[config.mk]
export PLATFORM = sky130hd
export DESIGN_NAME = serial_nvm_slave
export DESIGN_NICKNAME = d
export VERILOG_FILES = /design/src/rtl/snvm_pkg.sv /design/src/rtl/snvm_sync.sv /design/src/rtl/snvm_busy_timer.sv /design/src/rtl/snvm_array.sv /design/src/rtl/serial_nvm_slave.sv
export SDC_FILE = /design/constraint.sdc
export NUM_CORES = 2
export LEC_CHECK = 0
export CORE_ASPECT_RATIO = 1.75
export CORE_MARGIN = 4
export CORE_UTILIZATION = 35
export DETAILED_ROUTE_END_ITERATION = 8
export GPL_TIMING_DRIVEN = 0
export MAX_ROUTING_LAYER = met4
export PLACE_DENSITY_LB_ADDON = 0.12
export REMOVE_ABC_BUFFERS = 1
export SETUP_SLACK_MARGIN = 0.15
export SYNTH_ARGS = -nofsm -noshare
export SYNTH_HDL_FRONTEND = slang
export SYNTH_SLANG_ARGS = --single-unit
[constraint.sdc]
create_clock -name clk -period 3.81 [get_ports clk]
set_input_delay 0.5715 -clock clk [delete_from_list [all_inputs] [get_ports clk]]
set_output_delay 0.5715 -clock clk [all_outputs]
set_load 0.1 [all_outputs]
[src/rtl/snvm_pkg.sv]
package snvm_pkg;

    localparam int WORD_W = 16;

    typedef enum logic [2:0] {
        ST_IDLE,
        ST_OPC,
        ST_ADDR,
        ST_DATA,
        ST_READ,
        ST_DONE
    } fsm_t;

    typedef enum logic [1:0] {
        OPC_EXT   = 2'b00,
        OPC_WRITE = 2'b01,
        OPC_READ  = 2'b10,
        OPC_ERASE = 2'b11
    } opc_t;

    // sub-actions of opcode 00, chosen by the two top address bits
    typedef enum logic [1:0] {
        EXT_LOCK   = 2'b00,
        EXT_FILLW  = 2'b01,
        EXT_FILL1  = 2'b10,
        EXT_UNLOCK = 2'b11
    } ext_t;

    typedef enum logic [1:0] {
        PK_NONE,
        PK_WORD,
        PK_ALL
    } pkind_t;

    typedef struct packed {
        pkind_t              kind;
        logic                wide;
        logic [WORD_W-1:0]   data;
    } prog_req_t;

    function automatic ext_t ext_decode(input logic [1:0] top2);
        return ext_t'(top2);
    endfunction

endpackage

[src/rtl/snvm_sync.sv]
module snvm_sync #(
    parameter int W      = 3,
    parameter int STAGES = 2
) (
    input  logic         clk,
    input  logic         rst,
    input  logic [W-1:0] pins_in,
    output logic [W-1:0] pins_q
);
    logic [W-1:0] chain [STAGES];

    always_ff @(posedge clk) begin
        if (rst) chain[0] <= '0;
        else     chain[0] <= pins_in;
    end

    for (genvar s = 1; s < STAGES; s++) begin : g_stage
        always_ff @(posedge clk) begin
            if (rst) chain[s] <= '0;
            else     chain[s] <= chain[s-1];
        end
    end

    assign pins_q = chain[STAGES-1];
endmodule

[src/rtl/snvm_busy_timer.sv]
module snvm_busy_timer #(
    parameter int CYCLES = 2000
) (
    input  logic clk,
    input  logic rst,
    input  logic start,
    output logic busy
);
    localparam int TW = $clog2(CYCLES + 1);

    logic [TW-1:0] remain;

    always_ff @(posedge clk) begin
        if (rst)                remain <= '0;
        else if (start)         remain <= TW'(CYCLES);
        else if (remain != '0)  remain <= remain - 1'b1;
    end

    assign busy = (remain != '0);

    // a programming interval is under way one clock after its start
    a_r8_busy_after_start: assert property (@(posedge clk) disable iff (rst)
        start |=> busy);
endmodule

[src/rtl/snvm_array.sv]
module snvm_array
    import snvm_pkg::*;
#(
    parameter int WADDR_W = 6
) (
    input  logic                 clk,
    input  logic                 rst,
    input  prog_req_t            req,
    input  logic [WADDR_W:0]     req_addr,
    input  logic                 rd_wide,
    input  logic [WADDR_W:0]     rd_addr,
    output logic [WORD_W-1:0]    rd_word
);
    localparam int BADDR_W = WADDR_W + 1;
    localparam int BYTES   = 2 ** BADDR_W;

    logic [7:0] mem [BYTES];

    for (genvar i = 0; i < BYTES; i++) begin : g_byte
        localparam logic [BADDR_W-1:0] IDX = BADDR_W'(i);
        logic       hit;
        logic [7:0] nval;

        always_comb begin
            if (req.wide) begin
                hit  = (IDX[BADDR_W-1:1] == req_addr[WADDR_W-1:0]);
                nval = IDX[0] ? req.data[15:8] : req.data[7:0];
            end else begin
                hit  = (IDX == req_addr);
                nval = req.data[7:0];
            end
        end

        always_ff @(posedge clk) begin
            if (rst)
                mem[i] <= 8'hFF;
            else if (req.kind == PK_ALL || (req.kind == PK_WORD && hit))
                mem[i] <= nval;
        end
    end

    always_comb begin
        if (rd_wide)
            rd_word = {mem[{rd_addr[WADDR_W-1:0], 1'b1}], mem[{rd_addr[WADDR_W-1:0], 1'b0}]};
        else
            rd_word = {mem[rd_addr], 8'h00};
    end

    // a fill of the array reaches the last byte
    a_r6_fill_reaches_top: assert property (@(posedge clk) disable iff (rst)
        (req.kind == PK_ALL) |=>
            mem[BYTES-1] == $past(req.wide ? req.data[15:8] : req.data[7:0]));
endmodule

[src/rtl/serial_nvm_slave.sv]
module serial_nvm_slave
    import snvm_pkg::*;
#(
    parameter int WADDR_W     = 6,
    parameter int PROG_CYCLES = 2000
) (
    input  logic clk,
    input  logic rst,
    input  logic cs,
    input  logic sk,
    input  logic di,
    input  logic wide_org,
    output logic dout,
    output logic dout_en
);
    localparam int BADDR_W = WADDR_W + 1;
    localparam int CNT_W   = $clog2(WORD_W + 1);

    // synchronized pins
    logic [2:0] pins_q;
    logic       cs_s, sk_s, di_s, sk_prev, sk_rise;

    snvm_sync #(.W(3), .STAGES(2)) u_sync (
        .clk     (clk),
        .rst     (rst),
        .pins_in ({cs, sk, di}),
        .pins_q  (pins_q)
    );

    assign {cs_s, sk_s, di_s} = pins_q;

    always_ff @(posedge clk) begin
        if (rst) sk_prev <= 1'b0;
        else     sk_prev <= sk_s;
    end
    assign sk_rise = sk_s & ~sk_prev;

    // command state
    fsm_t                 state;
    opc_t                 opc_q;
    logic [CNT_W-1:0]     cnt;
    logic [BADDR_W-1:0]   addr_sh;
    logic [WORD_W-1:0]    data_sh;
    logic [WORD_W-1:0]    rd_sh;
    logic                 rd_active, rd_bit;
    logic                 wen_q;
    logic                 status_pend;
    prog_req_t            req;
    logic [BADDR_W-1:0]   req_addr;
    logic                 busy;

    logic [BADDR_W-1:0]   addr_nxt;
    logic [WORD_W-1:0]    data_nxt;
    logic [WORD_W-1:0]    rd_word;
    logic [CNT_W-1:0]     alen_m1, dlen;
    logic [1:0]           top2;

    assign addr_nxt = {addr_sh[BADDR_W-2:0], di_s};
    assign data_nxt = {data_sh[WORD_W-2:0], di_s};
    assign alen_m1  = wide_org ? CNT_W'(WADDR_W - 1) : CNT_W'(WADDR_W);
    assign dlen     = wide_org ? CNT_W'(WORD_W) : CNT_W'(WORD_W / 2);
    assign top2     = wide_org ? addr_nxt[WADDR_W-1 -: 2] : addr_nxt[WADDR_W -: 2];

    snvm_array #(.WADDR_W(WADDR_W)) u_array (
        .clk      (clk),
        .rst      (rst),
        .req      (req),
        .req_addr (req_addr),
        .rd_wide  (wide_org),
        .rd_addr  (addr_nxt),
        .rd_word  (rd_word)
    );

    snvm_busy_timer #(.CYCLES(PROG_CYCLES)) u_timer (
        .clk   (clk),
        .rst   (rst),
        .start (req.kind != PK_NONE),
        .busy  (busy)
    );

    always_ff @(posedge clk) begin
        if (rst) begin
            state       <= ST_IDLE;
            opc_q       <= OPC_EXT;
            cnt         <= '0;
            addr_sh     <= '0;
            data_sh     <= '0;
            rd_sh       <= '0;
            rd_active   <= 1'b0;
            rd_bit      <= 1'b0;
            wen_q       <= 1'b0;
            status_pend <= 1'b0;
            req         <= '{kind: PK_NONE, wide: 1'b0, data: '0};
            req_addr    <= '0;
        end else begin
            req.kind <= PK_NONE;
            if (!cs_s) begin
                state     <= ST_IDLE;
                rd_active <= 1'b0;
                if (!busy) status_pend <= 1'b0;
            end else if (sk_rise) begin
                unique case (state)
                    ST_IDLE: begin
                        if (di_s && !busy) begin
                            state       <= ST_OPC;
                            cnt         <= '0;
                            status_pend <= 1'b0;
                        end
                    end
                    ST_OPC: begin
                        opc_q <= opc_t'({opc_q[0], di_s});
                        if (cnt == CNT_W'(1)) begin
                            state   <= ST_ADDR;
                            cnt     <= '0;
                            addr_sh <= '0;
                        end else begin
                            cnt <= cnt + 1'b1;
                        end
                    end
                    ST_ADDR: begin
                        addr_sh <= addr_nxt;
                        cnt     <= cnt + 1'b1;
                        if (cnt == alen_m1) begin
                            cnt   <= '0;
                            state <= ST_DONE;
                            unique case (opc_q)
                                OPC_READ: begin
                                    rd_sh     <= rd_word;
                                    rd_active <= 1'b1;
                                    rd_bit    <= 1'b0;
                                    state     <= ST_READ;
                                end
                                OPC_WRITE: state <= ST_DATA;
                                OPC_ERASE: begin
                                    if (wen_q) begin
                                        req         <= '{kind: PK_WORD, wide: wide_org, data: '1};
                                        req_addr    <= addr_nxt;
                                        status_pend <= 1'b1;
                                    end
                                end
                                OPC_EXT: begin
                                    unique case (ext_decode(top2))
                                        EXT_UNLOCK: wen_q <= 1'b1;
                                        EXT_LOCK:   wen_q <= 1'b0;
                                        EXT_FILL1: begin
                                            if (wen_q) begin
                                                req         <= '{kind: PK_ALL, wide: wide_org, data: '1};
                                                req_addr    <= addr_nxt;
                                                status_pend <= 1'b1;
                                            end
                                        end
                                        EXT_FILLW: state <= ST_DATA;
                                    endcase
                                end
                            endcase
                        end
                    end
                    ST_DATA: begin
                        data_sh <= data_nxt;
                        cnt     <= cnt + 1'b1;
                        if (cnt == dlen - 1'b1) begin
                            state <= ST_DONE;
                            if (wen_q) begin
                                req.kind    <= (opc_q == OPC_WRITE) ? PK_WORD : PK_ALL;
                                req.wide    <= wide_org;
                                req.data    <= data_nxt;
                                req_addr    <= addr_sh;
                                status_pend <= 1'b1;
                            end
                        end
                    end
                    ST_READ: begin
                        if (cnt == dlen) begin
                            rd_active <= 1'b0;
                            state     <= ST_DONE;
                        end else begin
                            rd_bit <= rd_sh[WORD_W-1];
                            rd_sh  <= {rd_sh[WORD_W-2:0], 1'b0};
                            cnt    <= cnt + 1'b1;
                        end
                    end
                    ST_DONE: ;
                    default: state <= ST_IDLE;
                endcase
            end
        end
    end

    assign dout_en = cs_s && (rd_active || (status_pend && state == ST_IDLE));
    assign dout    = rd_active ? rd_bit : ~busy;

    // read data is not held once the select has been low for two clocks
    a_r1_no_read_after_deselect: assert property (@(posedge clk) disable iff (rst)
        (!cs_s && $past(!cs_s)) |-> !rd_active);

    // the first driven read bit is the dummy zero
    a_r3_dummy_first: assert property (@(posedge clk) disable iff (rst)
        $rose(rd_active) |-> !rd_bit);

    // no programming is requested while the latch is clear
    a_r7_locked_no_program: assert property (@(posedge clk) disable iff (rst)
        !wen_q |-> req.kind == PK_NONE);

    // no programming is requested during a running interval
    a_r10_busy_no_program: assert property (@(posedge clk) disable iff (rst)
        busy |-> req.kind == PK_NONE);
endmodule

==> metrics.yaml <==
grt:
  grt.met3_usage_pct: 3.62
  busiest_layer: "met2"
  grt_pass1_wl_mm: 365
  gr-usage-met1_pct: 32.2
  grt.overflow.total: 0
  first_global_vias: 42900
  antenna_found_initial: 18
  grt_usage_pct: 30.3
  grt_max_degree: 157
  use_met2_pct: 51.7
floorplanning:
  io_pins: 8
  chipHeight_um: 559
  die_area_sq_um: 180000
  die_w_um: 323
  core_sq_um: 172000
  start_util_pct: 35.3
  rows: 201
hold_path:
  hold_path.class: "input pin to flop"
  hold_depth: 2
  hold_start: "rst"
  hold_end: "u_sync.chain[0][0]$_SDFF_PP0_"
clock_tree:
  clock_latency_ns: 0.76
  clockBufferDepth: 3
  cts.sinks: 1120
  clkTransAtPathRegs_ns: 0.08
  cts.htree.levels: 3
  cts_made_buffers: 111
  cts_root_buf: "clkbuf_16"
  cts_tree: "yes"
detailed_routing:
  drt_iter0_drc: 5732
  drcViolationCount: 0
  ant_nets: 0
  routedWlPerCell_um: 39.8
  viasPerCell: 6.41
  wirelength_mm: 272
  num_vias: 43700
  drtPass1Iterations: 8
yosys:
  syn_area_sq_um: 60700
  synthDistinctLibCells: 69
  postSynthCellCount: 4644
  async_flop_share_pct: 0
  synth_warnings: 0
  synth.most_common_cell: "edfxtp_1"
  synth_top_area_cell: "edfxtp_1"
  synth_edf_count: 1024
  synth_area_leaders: "edfxtp_1 51%, mux4_2 21%, or3_1 5.1%"
  ys_seq_area_share_pct: 53.8
  synthTopCellsByCount: "1,024 x edfxtp_1, 811 x nand2_1, 570 x mux4_2, 496 x or3_1, 307 x clkbuf_1"
  ys_ff_latch: 1120
  yosysTopAreaCellShare_pct: 50.7
  yosys_most_used_dff: "edfxtp_1"
  avgSynthCellArea_sq_um: 13.1
timing:
  worst_slew_pin_slew_ns: 1.53
  finalCritPeriodShare_pct: 102
  max-slew-margin-rel_pct: -2.55
  slew_violations: 8
  max_freq_mhz: 257
  final.setup_skew_ns: 0.0456
  rsz0062_at_grt: "true"
  period_needed_ns: 3.90
  finalWorstSetupSlack_ns: -0.0865
  setup-violations-final: 8
  final_hold_viol_count: 0
critical_path:
  r2r-start: "req_addr[3]$_SDFFE_PP0P_"
  crit_path_max_fanout: 15
  reg2regPathDepth: 6
  crit_path_top_delay_cell: "nor2_1"
  max_stage_delay_ns: 1.13
  r2r_end: "u_array.mem[61][7]$_SDFFCE_PN1P_"
  cp.required_ns: 4.27
  arrival_ns: 4.35
  critPathKind: "flop to flop"
  path_cells: "nand2_1 -> nor2_1 -> a21oi_1 -> o21a_1 -> nor2_1 -> nand2_1"
  reg2reg_setup_slack_ns: -0.09
  worst_setup_path_start_kind: "flop"
  cp-end-kind: "flop"
cells_and_area:
  design_area_sq_um: 69400
  drive_gt1_share_pct: 23.1
  areaGrowthSynthToFinish_pct: 14.3
  final_nets: 4488
  fillers: 16000
run:
  cap_violations: 1
power:
  p_leak_nw: 17.7
  power.total_mw: 27.5
  peakVddDrop_mv: 0.365
  pwr_density_cell_nw_per_um2: 396
status:
  failed_checks: "max-capacitance violations, max-slew violations, negative setup slack"
  outcome: "complete, but fails checks"
placement:
  dpl_cell_area_sq_um: 63700
  hpwl_mm: 186
  gp_congestion: 0.965
  dp_slack_ns: -1.82
  portBuffers: 7
[routing by layer]
layer  up-vias  wire length, um
met5         -                0
met4         0            27000
met3       700            16700
met2      2296           137000
met1     23100            90700
li1      17700                -
[power breakdown]
| part | total (mW) | internal, mW | switching [mW] | leakage, nW |
|---|---|---|---|---|
| Sequential | 13.7 | 13.5 | 0.139 | 8.60 |
| Clock | 11.9 | 6.67 | 5.27 | 1.86 |
| Combinational | 1.84 | 0.684 | 1.16 | 7.19 |
| Total | 27.5 | 20.9 | 6.57 | 17.7 |
[metrics by stage]
| stage | TNS (ns) | instances | utilization (%) | hold WS [ns] |
|---|---|---|---|---|
| CTS | 0 | 6769 | 40.0 | 0.277 |
| global placement | - | 6438 | 35.8 | 0.433 |
| floorplan | -1998.38 | 4198 | - | 0.414 |
| global route | 0 | 6813 | 40.4 | 0.311 |
| detailed placement | -72.44 | 6522 | 37.1 | 0.449 |
| finish | -0.423 | 6818 | 40.4 | 0.270 |
[logic make-up after synthesis]
| kind of cell | share of synthesized area [%] |
|---|---|
| AO/OA/AOI/OAI | 5.62 |
| multiplexers | 22.6 |
| adder cells (fa/ha/maj) | 0.268 |
| buffers and inverters | 3.43 |
| flip-flops | 53.8 |
| AND/OR/NAND/NOR | 14.0 |
| XOR/XNOR | 0.159 |
[worst max path at each step]
stage / start / to / slack, ns / cells past startpoint
after floorplan: u_sync.chain[1][0]$_SDFF_PP0_ / rd_sh[10]$_SDFFE_PP0P_ / -23.05 / 7
after global placement: u_sync.chain[1][0]$_SDFF_PP0_ / rd_sh[10]$_SDFFE_PP0P_ / -41.34 / 7
after detailed placement: wide_org / rd_sh[9]$_SDFFE_PP0P_ / -1.82 / 8
after CTS: u_sync.chain[1][0]$_SDFF_PP0_ / rd_sh[2]$_SDFFE_PP0P_ / 0.15 / 12
after global routing: req[16]$_SDFFE_PP0P_ / u_array.mem[119][1]$_SDFFCE_PN1P_ / 0.13 / 6
final: req_addr[3]$_SDFFE_PP0P_ / u_array.mem[61][7]$_SDFFCE_PN1P_ / -0.09 / 6
[state kept, by name, indices dropped and copies added (netlist names)]
name            flops
opc_q               2
data_sh            15
state               3
req_addr            7
u_timer.remain     11
addr_sh             7
u_sync.chain        6
cnt                 5
wen_q               1
rd_sh              16
u_array.mem      1024
sk_prev             1
rd_active           1
rd_bit              1
status_pend         1
req                19
[final cells by class]
type / count / area, sq um / share of cell area, %
inverter: 23 / 109 / 0.157
sequential: 1120 / 32700 / 47.2
clock buffer: 143 / 3070 / 4.43
clock inverter: 67 / 762 / 1.10
antenna: 19 / 47.5 / 0.0686
multi-input combinational: 3056 / 26500 / 38.1
timing repair buffer: 157 / 3400 / 4.90
tap: 2233 / 2790 / 4.03
[repair_timing]
action / CTS / global route
endpoints found under the hold margin: 0 / 0
endpoints found under the setup margin: 314 / 410
gates resized for setup: 93 / 39
cloned: 24 / 11
buffers inserted: 13 / 18
pin swaps: 3 / 2
hold buffers: 0 / 0
[worst max-delay path: cells and delay by family (launching register included)]
kind | cells | cell delay [ns]
AND/OR/NAND/NOR | 4 | 2.46
AO/OA/AOI/OAI | 2 | 0.38
flip-flops | 1 | 0.73
[placed cells by master (no fill, tap or decap), drive strengths merged, types with 56 or more instances in the layout]
| cell | synthesis | routed |
|---|---|---|
| a21oi | 207 | 207 |
| buf | 139 | 119 |
| clkbuf | 307 | 155 |
| dfxtp | 96 | 96 |
| edfxtp | 1024 | 1024 |
| mux2i | 75 | 75 |
| mux4 | 570 | 570 |
| nand2 | 811 | 811 |
| nand2b | 56 | 56 |
| nor2 | 298 | 298 |
| o21ai | 106 | 106 |
| o22ai | 64 | 64 |
| or3 | 496 | 496 |
Note: power is estimated with default switching activity, not from simulation.
